### src/rtl/pause_gen_pkg.sv
package pause_gen_pkg;
  // strobes from control to datapath
  typedef struct packed {
    logic start;    // begin a frame this cycle
    logic sendXon;  // 1: zero quanta, 0: programmed quanta
  } pauseStrobe_t;

  localparam logic [47:0] PAUSE_DEST = 48'h0180C2000001;
  localparam logic [15:0] PAUSE_TYPE = 16'h8808;
  localparam logic [15:0] PAUSE_OPCODE = 16'h0001;
endpackage

### src/rtl/pause_req_ctrl.sv
module pause_req_ctrl
  import pause_gen_pkg::*;
(
  input  logic clk,
  input  logic rstN,
  input  logic cmdXoff,
  input  logic cmdXon,
  input  logic rxFifoFull,
  input  logic noPauseFifo,
  input  logic pauseGrant,
  input  logic dpBusy,
  output logic pauseReq,
  output pauseStrobe_t strobe
);
  logic xoffPend, xonPend, fifoFullQ;
  logic autoXoff, autoXon, start;

  assign autoXoff = rxFifoFull && !fifoFullQ && !noPauseFifo;
  assign autoXon  = !rxFifoFull && fifoFullQ && !noPauseFifo;
  assign pauseReq = (xoffPend || xonPend) && !dpBusy;
  assign start    = pauseReq && pauseGrant;

  always_comb begin
    strobe.start   = start;
    strobe.sendXon = !xoffPend;
  end

  always_ff @(posedge clk or negedge rstN) begin
    if (!rstN) begin
      xoffPend  <= 1'b0;
      xonPend   <= 1'b0;
      fifoFullQ <= 1'b0;
    end else begin
      fifoFullQ <= rxFifoFull;
      xoffPend  <= (xoffPend && !(start && xoffPend)) || cmdXoff || autoXoff;
      xonPend   <= (xonPend && !(start && !xoffPend)) || cmdXon || autoXon;
    end
  end

  AST_REQ_HELD: assert property (@(posedge clk) disable iff (!rstN)
    (pauseReq && !pauseGrant) |=> pauseReq) else $error("req dropped");
  AST_FIFO_RISE_XOFF: assert property (@(posedge clk) disable iff (!rstN)
    (!noPauseFifo && $rose(rxFifoFull)) |=> xoffPend) else $error("no xoff");
  AST_NO_AUTO: assert property (@(posedge clk) disable iff (!rstN)
    (noPauseFifo && !cmdXoff && !cmdXon && !xoffPend && !xonPend) |=> !pauseReq)
    else $error("auto req while disabled");
  AST_XON_KEPT: assert property (@(posedge clk) disable iff (!rstN)
    (start && xoffPend && xonPend) |=> xonPend) else $error("xon lost");
endmodule

### src/rtl/pause_frame_dp.sv
module pause_frame_dp
  import pause_gen_pkg::*;
#(
  parameter int FRAME_LEN = 60,
  parameter int QUANTA_W  = 16,
  parameter int ADDR_W    = 48
) (
  input  logic clk,
  input  logic rstN,
  input  pauseStrobe_t strobe,
  input  logic [QUANTA_W-1:0] pauseQuanta,
  input  logic [ADDR_W-1:0] stationAddr,
  output logic busy,
  output logic txValid,
  output logic [7:0] txData,
  output logic txFirst,
  output logic txLast
);
  localparam int IDX_W   = $clog2(FRAME_LEN);
  localparam int A_BYTES = ADDR_W / 8;
  localparam int Q_BYTES = QUANTA_W / 8;
  localparam int SA_OFF  = A_BYTES;
  localparam int TY_OFF  = SA_OFF + A_BYTES;
  localparam int OP_OFF  = TY_OFF + 2;
  localparam int Q_OFF   = OP_OFF + 2;
  localparam int PAD_OFF = Q_OFF + Q_BYTES;
  localparam logic [IDX_W-1:0] LAST_IDX = IDX_W'(FRAME_LEN - 1);

  logic active;
  logic [IDX_W-1:0] idx;
  logic [QUANTA_W-1:0] qReg;
  logic [ADDR_W-1:0] saReg;
  logic [ADDR_W-1:0] daShift, saShift;
  logic [QUANTA_W-1:0] qShift;
  logic [15:0] tyShift, opShift;
  logic [7:0] byteMux;

  always_ff @(posedge clk or negedge rstN) begin
    if (!rstN) begin
      active <= 1'b0;
      idx    <= '0;
      qReg   <= '0;
      saReg  <= '0;
    end else if (strobe.start) begin
      active <= 1'b1;
      idx    <= '0;
      qReg   <= strobe.sendXon ? '0 : pauseQuanta;
      saReg  <= stationAddr;
    end else if (active) begin
      if (idx == LAST_IDX) begin
        active <= 1'b0;
        idx    <= '0;
      end else begin
        idx <= idx + 1'b1;
      end
    end
  end

  always_comb begin
    int off;
    off     = int'(idx);
    daShift = ADDR_W'(PAUSE_DEST) >> (8 * (A_BYTES - 1 - off));
    saShift = saReg >> (8 * (A_BYTES - 1 - (off - SA_OFF)));
    tyShift = PAUSE_TYPE >> (8 * (1 - (off - TY_OFF)));
    opShift = PAUSE_OPCODE >> (8 * (1 - (off - OP_OFF)));
    qShift  = qReg >> (8 * (Q_BYTES - 1 - (off - Q_OFF)));
    if (off < SA_OFF)       byteMux = daShift[7:0];
    else if (off < TY_OFF)  byteMux = saShift[7:0];
    else if (off < OP_OFF)  byteMux = tyShift[7:0];
    else if (off < Q_OFF)   byteMux = opShift[7:0];
    else if (off < PAD_OFF) byteMux = qShift[7:0];
    else                    byteMux = 8'h00;
  end

  assign busy    = active;
  assign txValid = active;
  assign txData  = active ? byteMux : 8'h00;
  assign txFirst = active && (idx == '0);
  assign txLast  = active && (idx == LAST_IDX);

  AST_START_IDLE: assert property (@(posedge clk) disable iff (!rstN)
    strobe.start |-> !txValid) else $error("start during frame");
  AST_FIRST_NEXT: assert property (@(posedge clk) disable iff (!rstN)
    strobe.start |=> (txValid && txFirst)) else $error("no first byte");
  AST_CONTIGUOUS: assert property (@(posedge clk) disable iff (!rstN)
    (txValid && !txLast) |=> (txValid && !txFirst)) else $error("gap in frame");
  AST_END_AFTER_LAST: assert property (@(posedge clk) disable iff (!rstN)
    txLast |=> !txValid) else $error("valid after last");
endmodule

### src/rtl/pause_frame_gen.sv
module pause_frame_gen
  import pause_gen_pkg::*;
#(
  parameter int FRAME_LEN = 60,
  parameter int QUANTA_W  = 16,
  parameter int ADDR_W    = 48
) (
  input  logic clk,
  input  logic rstN,
  input  logic cmdXoff,
  input  logic cmdXon,
  input  logic rxFifoFull,
  input  logic noPauseFifo,
  input  logic [QUANTA_W-1:0] pauseQuanta,
  input  logic [ADDR_W-1:0] stationAddr,
  output logic pauseReq,
  input  logic pauseGrant,
  output logic txValid,
  output logic [7:0] txData,
  output logic txFirst,
  output logic txLast
);
  pauseStrobe_t strobe;
  logic dpBusy;

  pause_req_ctrl u_ctrl (
    .clk(clk), .rstN(rstN), .cmdXoff(cmdXoff), .cmdXon(cmdXon),
    .rxFifoFull(rxFifoFull), .noPauseFifo(noPauseFifo),
    .pauseGrant(pauseGrant), .dpBusy(dpBusy),
    .pauseReq(pauseReq), .strobe(strobe)
  );

  pause_frame_dp #(.FRAME_LEN(FRAME_LEN), .QUANTA_W(QUANTA_W), .ADDR_W(ADDR_W)) u_dp (
    .clk(clk), .rstN(rstN), .strobe(strobe), .pauseQuanta(pauseQuanta),
    .stationAddr(stationAddr), .busy(dpBusy), .txValid(txValid),
    .txData(txData), .txFirst(txFirst), .txLast(txLast)
  );

  AST_NO_REQ_IN_FRAME: assert property (@(posedge clk) disable iff (!rstN)
    txValid |-> !pauseReq) else $error("req during frame");
endmodule

### config.mk
export PLATFORM = sky130hd
export DESIGN_NAME = pause_frame_gen
export DESIGN_NICKNAME = d
export VERILOG_FILES = /design/src/rtl/pause_gen_pkg.sv /design/src/rtl/pause_req_ctrl.sv /design/src/rtl/pause_frame_dp.sv /design/src/rtl/pause_frame_gen.sv
export SDC_FILE = /design/constraint.sdc
export NUM_CORES = 1
export LEC_CHECK = 0
export BUFFER_PORTS_ARGS = -buffer_cell sky130_fd_sc_hd__buf_4
export CAP_MARGIN = 20
export CORE_MARGIN = 1.5
export CORE_UTILIZATION = 60
export CTS_CLUSTER_DIAMETER = 100
export DETAILED_ROUTE_END_ITERATION = 10
export PLACE_DENSITY = 0.85
export SLEW_MARGIN = 40
export SYNTH_ARGS = -nofsm -noshare
export SYNTH_HDL_FRONTEND = slang
export SYNTH_SLANG_ARGS = --single-unit
export TNS_END_PERCENT = 10
### constraint.sdc
create_clock -name clk -period 10.4 [get_ports clk]
set_input_delay 1.04 -clock clk [delete_from_list [all_inputs] [get_ports clk]]
set_output_delay 1.04 -clock clk [all_outputs]
set_load 0.01 [all_outputs]
**Word-level counts from Yosys, hierarchy flattened**

Cells that the tools add are included.

- Output and inout bits: 12
- Register bits: 74
- Word-level logic and storage cells: 67

- Reductions and logical operators: 26
- Multiplexer cells: 13
- Shift operators: 5
- Equal/unequal tests: 1
- $lt $le $gt $ge: 5
- Add/subtract/negate cells: 10

Operators with widths:

| operator | number |
|---|---|
| $sub A2 B29 Y29 const A | 3 |
| $mux W8 | 6 |
| $shr A48 B32 Y8 | 1 |
| $shr A41 B32 Y8 const A | 1 |
| $shr A1 B32 Y8 const A | 1 |
| $shr A16 B32 Y8 | 1 |
| $shr A16 B32 Y8 const A | 1 |
| $sub A4 B29 Y29 const A | 1 |
| $mux W6 | 3 |
| $mux W16 | 1 |
| $sub A6 B4 Y7 const B | 2 |
| $logic_and A1 B1 Y1 | 12 |
| $lt A6 B4 Y1 const B | 2 |
| $lt A6 B5 Y1 const B | 2 |
| $logic_not A1 Y1 | 7 |
| $sub A3 B6 Y7 const A | 1 |
| $sub A6 B3 Y7 const B | 1 |
| $sub A6 B5 Y7 const B | 1 |
| $add A6 B1 Y6 const B | 1 |
| $eq A6 B6 Y1 const B | 1 |
| $logic_not A6 Y1 | 1 |
| $lt A6 B3 Y1 const B | 1 |
| $logic_or A1 B1 Y1 | 5 |
| $mux W1 | 3 |
| $reduce_bool A2 Y1 | 1 |

**Logic depth before layout (Yosys ltp)**

- Word-level depth: 9
- Depth in mapped cells: 15
- Mapped depth without buffers: 13

**Cells and area by module**

Synthesis repeated with hierarchy kept, for this count alone.

- Cell total of the unflattened synthesis: 392
- Area, all modules: 4,182.8 µm²

Modules (own cells, without submodules):

| module | times used | seq. area each (µm²) | cells an instance | area each (µm²) |
|---|---|---|---|---|
| pause_frame_dp | 1 | 1,776.7 | 378 | 4,035.1 |
| pause_req_ctrl | 1 | 75.1 | 14 | 147.6 |

**Worst setup path before layout**

No wires, ideal clock.

- Path type: register to output
- From: register u_dp.idx[1]
- To: output txData[7]
- Arrival: 3,778 ps
- Setup slack: 5,582 ps
- Stages on the path, launching flop included: 16
- Data required time: 9,360 ps
- Cells stage by stage: dfrtp_1 > buf_2 > clkinv_1 > ha_1 > buf_2 > nor2_1 > o21ai_0 > nand2_1 > o2111ai_1 > nand2b_1 > ha_1 > or4b_1 > a211o_1 > a2111oi_4 > nand3_1 > a31oi_1

- Cells in the longest elaborated chain, start to end: 9
- Elaborated cells between the ends (all ways): 25
- Those cells by class: 9 x add/sub; 5 x order compare; 5 x shift; 6 x mux

RTL lines:

| what | RTL line | text |
|---|---|---|
| from (decl) | pause_frame_dp.sv:30 | `logic [IDX_W-1:0] idx;` |
| from (signal assigned) | pause_frame_dp.sv:54 | `idx <= idx + 1'b1;` |
| $sub A6 B5 Y7 | pause_frame_dp.sv:66 | `qShift = qReg >> (8 * (Q_BYTES - 1 - (off - Q_OFF)));` |
| $sub A2 B29 Y29 | pause_frame_dp.sv:66 |  |
| $shr A16 B32 Y8 | pause_frame_dp.sv:66 |  |
| $mux W8 | pause_frame_dp.sv:71 | `else if (off < PAD_OFF) byteMux = qShift[7:0];` |
| $mux W8 | pause_frame_dp.sv:70 | `else if (off < Q_OFF) byteMux = opShift[7:0];` |
| $mux W8 | pause_frame_dp.sv:69 | `else if (off < OP_OFF) byteMux = tyShift[7:0];` |
| $mux W8 | pause_frame_dp.sv:68 | `else if (off < TY_OFF) byteMux = saShift[7:0];` |
| $mux W8 * | pause_frame_dp.sv:67 | `if (off < SA_OFF) byteMux = daShift[7:0];` |
| $mux W8 * | pause_frame_dp.sv:77 | `assign txData = active ? byteMux : 8'h00;` |
| to (decl) | pause_frame_gen.sv:19 | `output logic [7:0] txData,` |

Every way passes the cells marked *; elsewhere a longest branch is shown, timed or not.

**Final worst setup path**

- From: register u_dp.idx[1]
- To: output txData[1]

The elaborated chain is that of the path after synthesis.

==> run_results.csv <==
group,metric,value,unit
cts,cts.htree.levels,3,
logic_synthesis,yosysWarnings,0,
routing,drt_iter0_drc,283,
min_path,min_path_type,"register to register",
logic_synthesis,synth_area_leaders,"dfrtp_1, mux2_2, ha_1, nand2_1, o21ai_0",
place,port_buffers,82,
setup_path,startpoint,"u_dp.idx[1]",
sta,hold_violations,0,
place,hpwlAfterDp,8333,microns
cts,numClockSinks,74,
setup_path,cpPeakStageDelay,800,ps
setup_path,cp_max_fo,23,
setup_path,critPathRequiredTime,9360,ps
die,core,7647,sq um
setup_path,rr_worst_depth,5,
sta,finalSetupViolations,0,
sta,setup_slack,3736,ps
min_path,hold_depth,2,
logic_synthesis,synth_edf_count,0,
cells_and_area,final_common_cell,"buf_4",
setup_path,reg2reg_to,"u_dp.idx[5]",
logic_synthesis,synthDominantCellAreaShare,39.27,%
cts,clockRootBuffer,"clkbuf_8",
setup_path,cp_slowest_cell,"dfrtp_1",
logic_synthesis,yosysTopAreaCell,"dfrtp_1",
logic_synthesis,synth_flop_cell,"dfrtp_1",
die,fp.dieH,91.66,microns
outcome,run_status,"completed",
global_routing,antenna_found_initial,0,
setup_path,path_cells,"clkinv_1, ha_1, nor2_1, o21ai_0, nand2_1, o2111ai_1, nand2b_1, ha_1, or4b_1, a211o_1, a2111oi_4, nand4_1, a21oi_1, buf_4",
setup_path,rrSetupSlack,8100,ps
global_routing,grt_pass1_vias,3957,
cts,clockBufferDepth,2,
pwr,p_leak,2.790,nW
global_routing,overflow,0,
die,ios,83,
global_routing,grt_max_degree,85,
setup_path,r2r_start,"u_dp.idx[1]",
place,dp_slack,4246,ps
min_path,hold_start,"u_dp.qReg[2]",
cells_and_area,multi_input_area,2718,sq um
routing,routedWlPerCell,18.55,microns
die,dieArea,8401,sq um
cts,tritoncts,"done",
flow_run,cap_violations,0,
sta,slew_viol_final,0,
pwr,vdd_drop_max,0.0001078,V
sta,fin_setup_tns,0,ps
cells_and_area,antenna_cells,0,
cells_and_area,layout_common_cells,"buf_4, dfrtp_1, mux2_2",
pwr,powerDensity,98.42,nW/um^2
routing,ant_nets,0,
cells_and_area,syn_to_final_growth,18.28,%
setup_path,cp.arrival,5620,ps
cts,clock_latency,340,ps
logic_synthesis,synthCells,458,
setup_path,critPathTopFamily,"compound AO/OA/AOI/OAI gates",
logic_synthesis,synth_cell_types,56,
cells_and_area,nNetsFinal,629,
setup_path,cp-start-kind,"register",
routing,via_count,3877,
cts,cts_setup_buffers,0,
global_routing,grt_pass1_wl,18910,microns
routing,viasPerCell,6.144,
setup_path,path_buf_inv,2,
min_path,min_to,"u_dp.qReg[2]",
routing,firstDrtPassIters,5,
logic_synthesis,ys_ff_latch,74,
sta,tightestPinTransition,784.4,ps
sta,fmax,150.1,MHz
sta,grt_setup_unrepaired,"false",
sta,finClkSkew,8.569,ps
setup_path,end_kind,"primary output",
global_routing,grtUsageTotal,28.83,%
routing,routed_wl,11710,microns
die,start_util,61.67,%
cts,clk_pin_slew,80,ps
cells_and_area,ff_latch_area,1853,sq um
cts,numCtsBuffers,9,
setup_path,crit_path_frequent_cell,"ha_1",
die,dieWidth,91.66,microns
cts,cts_hold_buffers,0,
logic_synthesis,syn_avg_cell_area,10.30,sq um
sta,maxSlewHeadroom,47.22,%
die,rows,32,
logic_synthesis,syn_nets,563,
place,gp_congestion,0.8971,
cells_and_area,drive_above_1_share,32.89,%
sta,min_period,6664,ps
sta,fin_crit_sh,64.08,%
cells_and_area,fill_cells,526,
logic_synthesis,synth_async_sr_flop_share,100.0,%
routing,drc,0,
cts,post_cts_resized,0,
setup_path,path_class,"register to primary output",
logic_synthesis,synth_area,4716,sq um
logic_synthesis,ys_seq_area_share,39.27,%
==> state kept, by name, indices dropped and copies added, names as in the netlist <==
name	count
u_ctrl.xonPend	1
u_dp.saReg	48
u_dp.busy	1
u_dp.idx	6
u_dp.qReg	16
u_ctrl.fifoFullQ	1
u_ctrl.xoffPend	1
==> layer usage <==
metal | global-route usage [%] | vias up | share of wire [%]
li1 | - | 1794 | -
met3 | 6.302 | 29 | 6.3
met1 | 35.81 | 1902 | 40
met5 | 0 | - | 0
met4 | 12.24 | 0 | 3.1
met2 | 48.51 | 152 | 51
==> where the power goes <==
group	internal [W]	leakage [nW]	switching, W
clock network	0.000125	0.106	0.000108
registers	0.000288	0.991	0.000000134
logic	0.0000176	1.69	0.0000105
==> through the flow <==
stage	util, %	area [sq um]	hold slack (ps)	power (W)	std cells
after global routing	72.94	5578	510.0	0.0005667	631
after global placement	69.94	5349	456.0	0.0003211	615
after floorplan	-	4716	444.4	0.0002953	458
after detailed placement	70.11	5361	466.4	0.0003219	615
final	72.94	5578	483.4	0.0005490	631
after CTS	72.87	5573	484.6	0.0005525	631
==> cell usage after synthesis, types with 5 or more instances <==
cell type and number:
buf_2 9, xnor2_1 8, dfrtp_1 74, nor3_1 5
clkbuf_1 17, nand2b_1 5, nor2b_1 7, o21ai_0 33
nand3_1 11, mux2_2 61, inv_1 7, nand4_1 8
nand2_1 57, ha_1 33, mux2i_1 12, nor2_1 24
a21oi_1 11
==> cells by family after synthesis <==
family                   count (synthesis)  synth area share (%)
AND/OR/NAND/NOR                        140                 14.86
AO/OA/AOI/OAI                           84                 12.10
multiplexers                            77                 19.02
flip-flops                              74                 39.27
buffers and inverters                   37                 3.343
adder cells (fa/ha/maj)                 34                 9.180
XOR/XNOR                                12                 2.229
==> how the worst max path moves through the flow <==
stage / slack (ps) / cells after the start / endpoint
3_3_place_gp: 4520 / 14 / txData[1]
2_1_floorplan: 5580 / 15 / txData[7]
5_1_grt: 3480 / 14 / txData[7]
4_1_cts: 3860 / 14 / txData[1]
6_report: 3740 / 14 / txData[1]
3_5_place_dp: 4250 / 14 / txData[1]
==> final cells by class <==
cell class | instances | share of cell area, %
Sequential cell | 74 | 33.22
Clock inverter | 5 | 1.077
Clock buffer | 11 | 2.714
Inverter | 8 | 0.5384
Multi-Input combinational cell | 347 | 48.72
Timing Repair Buffer | 84 | 11.44
Tap cell | 102 | 2.288
==> worst reg2reg max path, cell delays in order, from the launching register on <==
cell and delay [ps]:
dfrtp_1 800, ha_1 690, nand4_1 210, and3_1 230, o21ai_0 140, o31ai_1 90
Note: power is estimated with default switching activity, not from simulation.
